[src/rtl/si_avail_pkg.sv]
package si_avail_pkg;

  localparam int DEF_SID_W = 4;
  localparam int DEF_LVL_W = 2;

  // Decision made for one decode slot
  typedef enum logic [1:0] {
    ISSUE_NONE     = 2'd0,
    ISSUE_TRAP     = 2'd1,
    ISSUE_DISPATCH = 2'd2
  } issue_e;

  // A level is usable when any accelerator is loaded
  function automatic logic level_usable(input int unsigned lvl);
    return lvl != 0;
  endfunction

  // Decision rule: idle + valid picks trap or dispatch by level
  function automatic issue_e pick_issue(input logic valid, input logic busy,
                                        input int unsigned lvl);
    if (!valid || busy) return ISSUE_NONE;
    if (level_usable(lvl)) return ISSUE_DISPATCH;
    return ISSUE_TRAP;
  endfunction

endpackage

[src/rtl/si_level_table.sv]
module si_level_table #(
  parameter int SID_W = 4,
  parameter int LVL_W = 2
) (
  input  logic             clk,
  input  logic             rst_n,
  input  logic             wr_en,
  input  logic [SID_W-1:0] wr_sid,
  input  logic [LVL_W-1:0] wr_lvl,
  input  logic [SID_W-1:0] rd_sid,
  output logic [LVL_W-1:0] rd_lvl
);
  localparam int ENTRIES = 1 << SID_W;

  logic [LVL_W-1:0] lvl_q [ENTRIES];

  // One register per entry; read is combinational, so a same-cycle
  // write is only seen after the edge.
  for (genvar e = 0; e < ENTRIES; e++) begin : g_entry
    logic hit;
    assign hit = wr_en && (wr_sid == SID_W'(e));
    always_ff @(posedge clk) begin
      if (!rst_n)   lvl_q[e] <= '0;
      else if (hit) lvl_q[e] <= wr_lvl;
    end
  end

  assign rd_lvl = lvl_q[rd_sid];

endmodule

[src/rtl/si_issue_ctrl.sv]
module si_issue_ctrl #(
  parameter int LVL_W = 2
) (
  input  logic             dec_valid,
  input  logic             busy,
  input  logic [LVL_W-1:0] lvl,
  output logic             do_trap,
  output logic             do_dispatch
);
  import si_avail_pkg::*;

  issue_e decision;

  always_comb begin
    decision    = pick_issue(dec_valid, busy, int'(lvl));
    do_trap     = (decision == ISSUE_TRAP);
    do_dispatch = (decision == ISSUE_DISPATCH);
  end

endmodule

[src/rtl/si_busy_tracker.sv]
module si_busy_tracker (
  input  logic clk,
  input  logic rst_n,
  input  logic launch,
  input  logic done,
  output logic busy
);
  // Set on launch, cleared on the edge after done is seen while busy.
  always_ff @(posedge clk) begin
    if (!rst_n)            busy <= 1'b0;
    else if (launch)       busy <= 1'b1;
    else if (busy && done) busy <= 1'b0;
  end

endmodule

[src/rtl/si_avail_gate.sv]
module si_avail_gate #(
  parameter int SID_W = si_avail_pkg::DEF_SID_W,
  parameter int LVL_W = si_avail_pkg::DEF_LVL_W
) (
  input  logic             clk,
  input  logic             rst_n,
  input  logic             dec_valid,
  input  logic [SID_W-1:0] dec_sid,
  input  logic             cfg_we,
  input  logic [SID_W-1:0] cfg_sid,
  input  logic [LVL_W-1:0] cfg_level,
  input  logic             acc_done,
  output logic             trap,
  output logic             acc_start,
  output logic [SID_W-1:0] acc_sid,
  output logic [LVL_W-1:0] acc_level,
  output logic             stall
);

  logic [LVL_W-1:0] look_lvl;
  logic             busy_q;
  logic             fire_trap;
  logic             fire_dispatch;

  si_level_table #(.SID_W(SID_W), .LVL_W(LVL_W)) u_table (
    .clk    (clk),
    .rst_n  (rst_n),
    .wr_en  (cfg_we),
    .wr_sid (cfg_sid),
    .wr_lvl (cfg_level),
    .rd_sid (dec_sid),
    .rd_lvl (look_lvl)
  );

  si_issue_ctrl #(.LVL_W(LVL_W)) u_issue (
    .dec_valid   (dec_valid),
    .busy        (busy_q),
    .lvl         (look_lvl),
    .do_trap     (fire_trap),
    .do_dispatch (fire_dispatch)
  );

  si_busy_tracker u_busy (
    .clk    (clk),
    .rst_n  (rst_n),
    .launch (fire_dispatch),
    .done   (acc_done),
    .busy   (busy_q)
  );

  assign trap      = fire_trap;
  assign acc_start = fire_dispatch;
  assign acc_sid   = fire_dispatch ? dec_sid  : '0;
  assign acc_level = fire_dispatch ? look_lvl : '0;
  assign stall     = fire_dispatch || busy_q;

endmodule

[config.mk]
export PLATFORM = sky130hd
export DESIGN_NAME = si_avail_gate
export DESIGN_NICKNAME = d
export VERILOG_FILES = /design/src/rtl/si_avail_pkg.sv /design/src/rtl/si_level_table.sv /design/src/rtl/si_issue_ctrl.sv /design/src/rtl/si_busy_tracker.sv /design/src/rtl/si_avail_gate.sv
export SDC_FILE = /design/constraint.sdc
export NUM_CORES = 1
export LEC_CHECK = 0
export ABC_AREA = 1
export CORE_AREA = 2 2 68 70
export CTS_CLUSTER_SIZE = 12
export DETAILED_ROUTE_END_ITERATION = 10
export DIE_AREA = 0 0 70 72
export GPL_ROUTABILITY_DRIVEN = 0
export MAX_ROUTING_LAYER = met4
export PLACE_DENSITY = 0.65
export SYNTH_ARGS = -nofsm -noshare
export SYNTH_HDL_FRONTEND = slang
export SYNTH_SLANG_ARGS = --single-unit
[constraint.sdc]
create_clock -name clk -period 2.38 [get_ports clk]
set_input_delay 0.595 -clock clk [delete_from_list [all_inputs] [get_ports clk]]
set_output_delay 0.595 -clock clk [all_outputs]
set_load 0.01 [all_outputs]
==> results of run 1 <==
[critical path, delay by kind of cell]
family	cells	cell delay, ns
AO/OA/AOI/OAI	1	0.22
AND/OR/NAND/NOR	7	0.48
buffers and inverters	4	0.54
[cell type report]
| class | instances | area [um2] | share of cell area, % |
|---|---|---|---|
| Clock buffer | 6 | 72.6 | 2.97 |
| Timing Repair Buffer | 50 | 419 | 17.1 |
| Tap cell | 52 | 65.1 | 2.66 |
| Inverter | 39 | 151 | 6.19 |
| Clock inverter | 2 | 10.0 | 0.409 |
| Multi-Input combinational cell | 157 | 731 | 29.9 |
| Timing Repair inverter | 2 | 15.0 | 0.614 |
| Sequential cell | 33 | 981 | 40.1 |
[Yosys cell counts]
cell | number | area share (%)
o211ai_1 | 1 | 0.40
nor3_1 | 3 | 0.80
nand2_1 | 55 | 11
nand2_2 | 1 | 0.34
inv_2 | 1 | 0.20
nor2_1 | 43 | 8.6
inv_1 | 37 | 7.4
nand3_1 | 36 | 9.7
or2_2 | 1 | 0.34
o21ai_1 | 1 | 0.27
inv_4 | 1 | 0.34
clkbuf_1 | 5 | 1.0
buf_2 | 1 | 0.27
o21ai_4 | 1 | 0.87
buf_6 | 3 | 1.8
a21oi_1 | 3 | 0.80
o21ai_0 | 12 | 3.2
dfxtp_1 | 1 | 1.1
edfxtp_1 | 32 | 51
[through the flow]
stage          worst slack, ns  cell area, um2
2_1_floorplan            0.212            1870
3_3_place_gp            -0.765            2260
3_5_place_dp            -0.795            2260
4_1_cts                -0.0240            2410
5_1_grt                 -0.158            2440
6_report               -0.0464            2440
[report_power, final]
part | leakage, nW | switching, mW | internal (mW) | total (mW)
clock | 0.0450 | 0.197 | 0.202 | 0.399
combinational | 0.769 | 0.143 | 0.115 | 0.258
sequential | 0.315 | 0.0116 | 0.672 | 0.683
[cells by family after synthesis]
logic type | Yosys count | synth area share (%)
AOI/OAI and AO/OA | 18 | 5.56
buffers and inverters | 48 | 11.1
DFF | 33 | 52.5
and+or+nand+nor | 139 | 30.8
[routing by layer]
metal	routed length, um	share of wire (%)	up-vias
li1	-	-	865
met1	1790	42	729
met2	2160	50	53
met3	243	5.7	11
met4	93	2.2	0
met5	0	0	-
[repair_timing]
item / 4_1_cts / 5_1_grt
endpoints found under the setup margin: 9 / 9
setup buffers: 4 / 2
pin swaps: 8 / 6
gates cloned: 2 / 0
gates resized for setup: 54 / 16
[final timing paths]
path                               endpoint  slack (ns)
worst max-delay path             acc_sid[1]       -0.05
worst min-delay path            u_busy.busy        0.59
worst max register to register  u_busy.busy        0.84
worst min register to register  u_busy.busy        0.59
[registers in the layout, summed over array words and instances (netlist names)]
signal         flops
u_busy.busy        1
u_table.lvl_q     32
[cells in the final DEF, fill, tap and decap left out]
| cell type | instances |
|---|---|
| nand2_1 | 51 |
| nor2_1 | 42 |
| inv_1 | 37 |
| edfxtp_1 | 32 |
| nand3_1 | 29 |
| buf_4 | 21 |
| o21ai_0 | 12 |
| clkdlybuf4s50_1 | 10 |
| nand3_2 | 7 |
| buf_2 | 7 |
| buf_6 | 7 |
| nand2_2 | 5 |
| clkbuf_8 | 5 |
| a21oi_1 | 3 |
| nor3_1 | 3 |
| inv_4 | 2 |
| clkinv_2 | 2 |
| clkinvlp_4 | 2 |
| dlygate4sd2_1 | 2 |
| clkbuf_2 | 2 |
| o21ai_2 | 1 |
| o211ai_1 | 1 |
| o21ai_4 | 1 |
| nor2_2 | 1 |
| or2_2 | 1 |
| clkbuf_1 | 1 |
| buf_12 | 1 |
| dfxtp_1 | 1 |
==> results.toml, run 1 <==
[outcome]
outcome = "finished, violations left"
failed_checks = "setup timing"

[cts]
inserted_clock_buffers = 5
cts_root_buffer = "clkbuf_8"
clkTransAtPathRegs_ns = 0.06
max-clock-path-buffers = 2
worstSkewPairLatency_ns = 0.28
cts-hold-fix-buffers = 0
clock_tree.htree_level_count = 2
tritoncts_clock_tree = "done"
cts.sink_count = 33

[sta]
timing.clock.skew_ns = 0.00529
timing.final.crit_period_ns = 2.43
final_max_slew_viol_count = 0
timing.final.ws_setup_ns = -0.0464
final.period_utilization_pct = 102
worst-slew-pin-transition_ns = 0.540
final.hold.worst_slack_ns = 0.588
setup-violations-final = 3
rsz0062_at_grt = "true"
setup_total_negative_slack_ns = -0.130
fmax_mhz = 412
final_hold_viol_count = 0
max_slew_margin_pct = 64.0

[synth]
syn_area_um2 = 1870
synth.yosys.seq_area_share_pct = 52.5
ys_seq_elements = 33
avgSynthCellArea_um2 = 7.84
syn_nets = 253
synth.distinct_cells = 19
post_synth_inst_count = 238
synthesis.yosys.warnings = 0

[grt]
first_global_vias = 1682
gr-usage-all-layers_pct = 20.3
globalRouteMet2Util_pct = 33.9
grt_use_met3_pct = 4.58
top_usage_layer = "met2"
grt_pass1_wl_um = 7680
grt.met1_usage_pct = 24.2
maximum_number_of_pins_on_one_net_before_global_route_repair = 34
antenna_violations_before_repair = 0
overall_overflow_remaining_after_global_route = 0

[setup_path]
crit_startpoint = "dec_sid[0]"
end_kind = "output port"
worstReg2RegStart = "u_table.lvl_q[13][1]"
cp.required_ns = 1.78
critPathArrivalTime_ns = 1.83
rr_worst_depth = 11
worstPathCellList = "buf_12 > clkinvlp_4 > nand2_2 > nand2_1 > nand2_1 > nand3_2 > nand3_2 > nand2_2 > o21ai_4 > buf_6 > nor2_2 > buf_2"
setup.worst_path.class = "input pin to output port"
cp_slowest_stage_delay_ns = 0.22
slowest_stage = "o21ai_4"
critical_path_peak_fanout = 7
critPathLaunchType = "input pin"

[min_path]
min-delay-path-class = "register to register"
timing.hold.worst.start = "u_busy.busy"
min_delay_path_depth = 3

[run]
max_cap_violations = 0

[placed_design]
port-buffer-count = 23
detailed_place_hpwl_um = 3090
dp.cells = 325

[routing]
vias = 1658
viasPerCell = 4.86
drt_first_pass_iters = 4
remaining_routing_drc_violations = 0
drt-total-wl_um = 4290
wire_per_inst_um = 12.6
detail-route-antenna-nets = 0
drt_first_iter_violations = 101

[layout]
insertedDiodeCount = 0
area_growth_pct = 31.0
layout.cells.non_filler = 341
finish.net_count = 303
final_core_utilization_pct = 57.3
final_layout_size_suffix_gt1_share_pct = 22.5
filler_cell_count = 431

[pwr]
worst_ir_drop_vdd_v = 0.000289
power_mw = 1.34
leakage_nw = 1.13
cellPowerDensity_nw_per_um2 = 548

[floorplan]
coreArea_um2 = 4260
num_rows = 24
die-area_um2 = 5040
die_w_um = 70
die_height_um = 72
initial_utilization_pct = 43.8
top_level_ports = 24
No activity file was read; power rests on OpenSTA's default activity.
==> inputs of run 2 (changes only) <==
--- a/config.mk
+++ b/config.mk
@@ -13,6 +13,7 @@
 export GPL_ROUTABILITY_DRIVEN = 0
 export MAX_ROUTING_LAYER = met4
 export PLACE_DENSITY = 0.65
+export SLEW_MARGIN = 40
 export SYNTH_ARGS = -nofsm -noshare
 export SYNTH_HDL_FRONTEND = slang
 export SYNTH_SLANG_ARGS = --single-unit
==> results of run 2 <==
Same layout as run 1: the final DEF is identical, and so are final timing and power.
==> inputs of run 3 (changes only) <==
--- a/config.mk
+++ b/config.mk
@@ -7,6 +7,7 @@
 export LEC_CHECK = 0
 export ABC_AREA = 1
 export CORE_AREA = 2 2 68 70
+export CTS_CLUSTER_DIAMETER = 200
 export CTS_CLUSTER_SIZE = 12
 export DETAILED_ROUTE_END_ITERATION = 10
 export DIE_AREA = 0 0 70 72
==> constraint.sdc (replaced) <==
create_clock -name clk -period 2.38 [get_ports clk]
set_input_delay 0.238 -clock clk [delete_from_list [all_inputs] [get_ports clk]]
set_output_delay 0.238 -clock clk [all_outputs]
set_load 0.01 [all_outputs]
==> run 3 against run 2 <==
The flow now finishes without violations. Critical path depth is 4 lower. Worst hold slack worse by 0.019 ns. Wire length is 6.8% lower. Sequential power about the same. Critical endpoint is now acc_level[1].
==> results.toml, run 3 (synthesis results as in run 1) <==
[sta]
final.period_utilization_pct = 94.6
max_slew_margin_pct = 61.2
timing.clock.skew_ns = 0.00328
fmax_mhz = 444
worst-slew-pin-transition_ns = 0.581
final_max_slew_viol_count = 0
final_hold_viol_count = 0
setup-violations-final = 0
final.hold.worst_slack_ns = 0.569
rsz0062_at_grt = "false"
timing.final.crit_period_ns = 2.25

[grt]
first_global_vias = 1488
gr-usage-all-layers_pct = 18.1
overall_overflow_remaining_after_global_route = 0
antenna_violations_before_repair = 0
maximum_number_of_pins_on_one_net_before_global_route_repair = 34
grt_pass1_wl_um = 6800

[routing]
drt-total-wl_um = 4000
viasPerCell = 4.76
drt_first_iter_violations = 90
detail-route-antenna-nets = 0
remaining_routing_drc_violations = 0
drt_first_pass_iters = 4
vias = 1562
wire_per_inst_um = 12.2

[outcome]
outcome = "completed"

[setup_path]
crit_startpoint = "dec_sid[1]"
end_kind = "output port"
setup.worst_path.class = "input pin to output port"
worstPathCellList = "clkdlybuf4s50_1 > buf_4 > nand2_1 > nand3_1 > nand3_1 > buf_4 > a21oi_1 > clkdlybuf4s50_1"
cp_slowest_stage_delay_ns = 0.56
critPathArrivalTime_ns = 2.01
cp_top_family = "buffers and inverters"
r2r_slack_ns = 0.97
cp.required_ns = 2.14
path_buf_inv = 4
crit_path_end = "acc_level[1]"
regToRegEndpoint = "u_busy.busy"
slowest_stage = "clkdlybuf4s50_1"
critPathLaunchType = "input pin"
worstSetupPathDepth = 8
rr_worst_depth = 9
critical_path_peak_fanout = 7
worstReg2RegStart = "u_table.lvl_q[13][1]"

[layout]
finish.net_count = 290
layout.cells.non_filler = 328
top_regs = "u_table.lvl_q: 32 flops, u_busy.busy: 1 flops"
largest-register = "u_table.lvl_q"
largest_register_ffs = 32
insertedDiodeCount = 0
final_layout_size_suffix_gt1_share_pct = 10.5
final_core_utilization_pct = 54.6
layout.cells.most_common = "nand2_1"
commonest_cells_after_routing_fill_and_taps_aside = "54 x nand2_1, 43 x nor2_1, 37 x inv_1"
area_growth_pct = 24.7

[floorplan]
die_height_um = 72
initial_utilization_pct = 43.8
die-area_um2 = 5040
num_rows = 24
coreArea_um2 = 4260
top_level_ports = 24
die_w_um = 70

[pwr]
worst_ir_drop_vdd_v = 0.000228
leakage_nw = 1.14
cellPowerDensity_nw_per_um2 = 562
power_mw = 1.31

[min_path]
min-delay-path-class = "register to register"

[run]
max_cap_violations = 0

[cts]
max-clock-path-buffers = 2
clkTransAtPathRegs_ns = 0.06
tritoncts_clock_tree = "done"
cts_setup_buffers = 0
cts.sink_count = 33
cts-hold-fix-buffers = 0
worstSkewPairLatency_ns = 0.28
clock_tree.htree_level_count = 2
cts_root_buffer = "clkbuf_8"
inserted_clock_buffers = 5

[placed_design]
dp.cells = 320
port-buffer-count = 23
detailed_place_hpwl_um = 2930
run 3: timing repair:
action	CTS	global route
gates resized for setup	1	9
pin swaps	0	1
endpoints found under the setup margin	9	7
run 3: worst min path at each step:
stage                 from     endpoint  cells after the start
2_1_floorplan     acc_done  u_busy.busy                      2
3_3_place_gp   u_busy.busy  u_busy.busy                      3
3_5_place_dp   u_busy.busy  u_busy.busy                      3
4_1_cts        u_busy.busy  u_busy.busy                      3
5_1_grt           acc_done  u_busy.busy                      3
6_report       u_busy.busy  u_busy.busy                      3
run 3: through the flow:
| stage | setup slack [ns] | instance area [um2] | setup TNS (ns) |
|---|---|---|---|
| 6_report | 0.129 | 2330 | 0 |
| 5_1_grt | 0.0144 | 2330 | 0 |
| 4_1_cts | 0.0886 | 2310 | 0 |
| 3_5_place_dp | -0.108 | 2220 | -0.690 |
| 3_3_place_gp | -0.0863 | 2220 | -0.578 |
| 2_1_floorplan | 0.926 | 1870 | 0 |
run 3: per-layer routing:
metal | up-vias | wire length [um] | track usage [%]
met2 | 45 | 1910 | 29.3
met3 | 5 | 226 | 4.17
li1 | 836 | - | -
met4 | 0 | 60 | 7.69
met5 | - | 0 | -
met1 | 676 | 1800 | 22.0
run 3: where the power goes:
part           switching (mW)  internal (mW)
Clock                   0.199          0.202
Combinational           0.127         0.0975
Sequential             0.0107          0.671
Total                   0.337          0.971
run 3: area by class of cell:
| type | instances | area (um2) |
|---|---|---|
| inverter | 39 | 151 |
| sequential | 33 | 981 |
| timing repair buffer | 39 | 367 |
| fill | 411 | 1940 |
| clock buffer | 6 | 72.6 |
| multi-input combinational | 157 | 682 |
| clock inverter | 2 | 10.0 |
| tap | 52 | 65.1 |
run 3: worst reg2reg max path: stages, from the launching register on:
cell and delay (ns):
edfxtp_1 0.39, inv_1 0.07, nand2_1 0.04, o211ai_1 0.08, nand3_1 0.11, nand3_1 0.12
nand2_2 0.09, o21ai_4 0.23, buf_4 0.14, a21oi_1 0.05
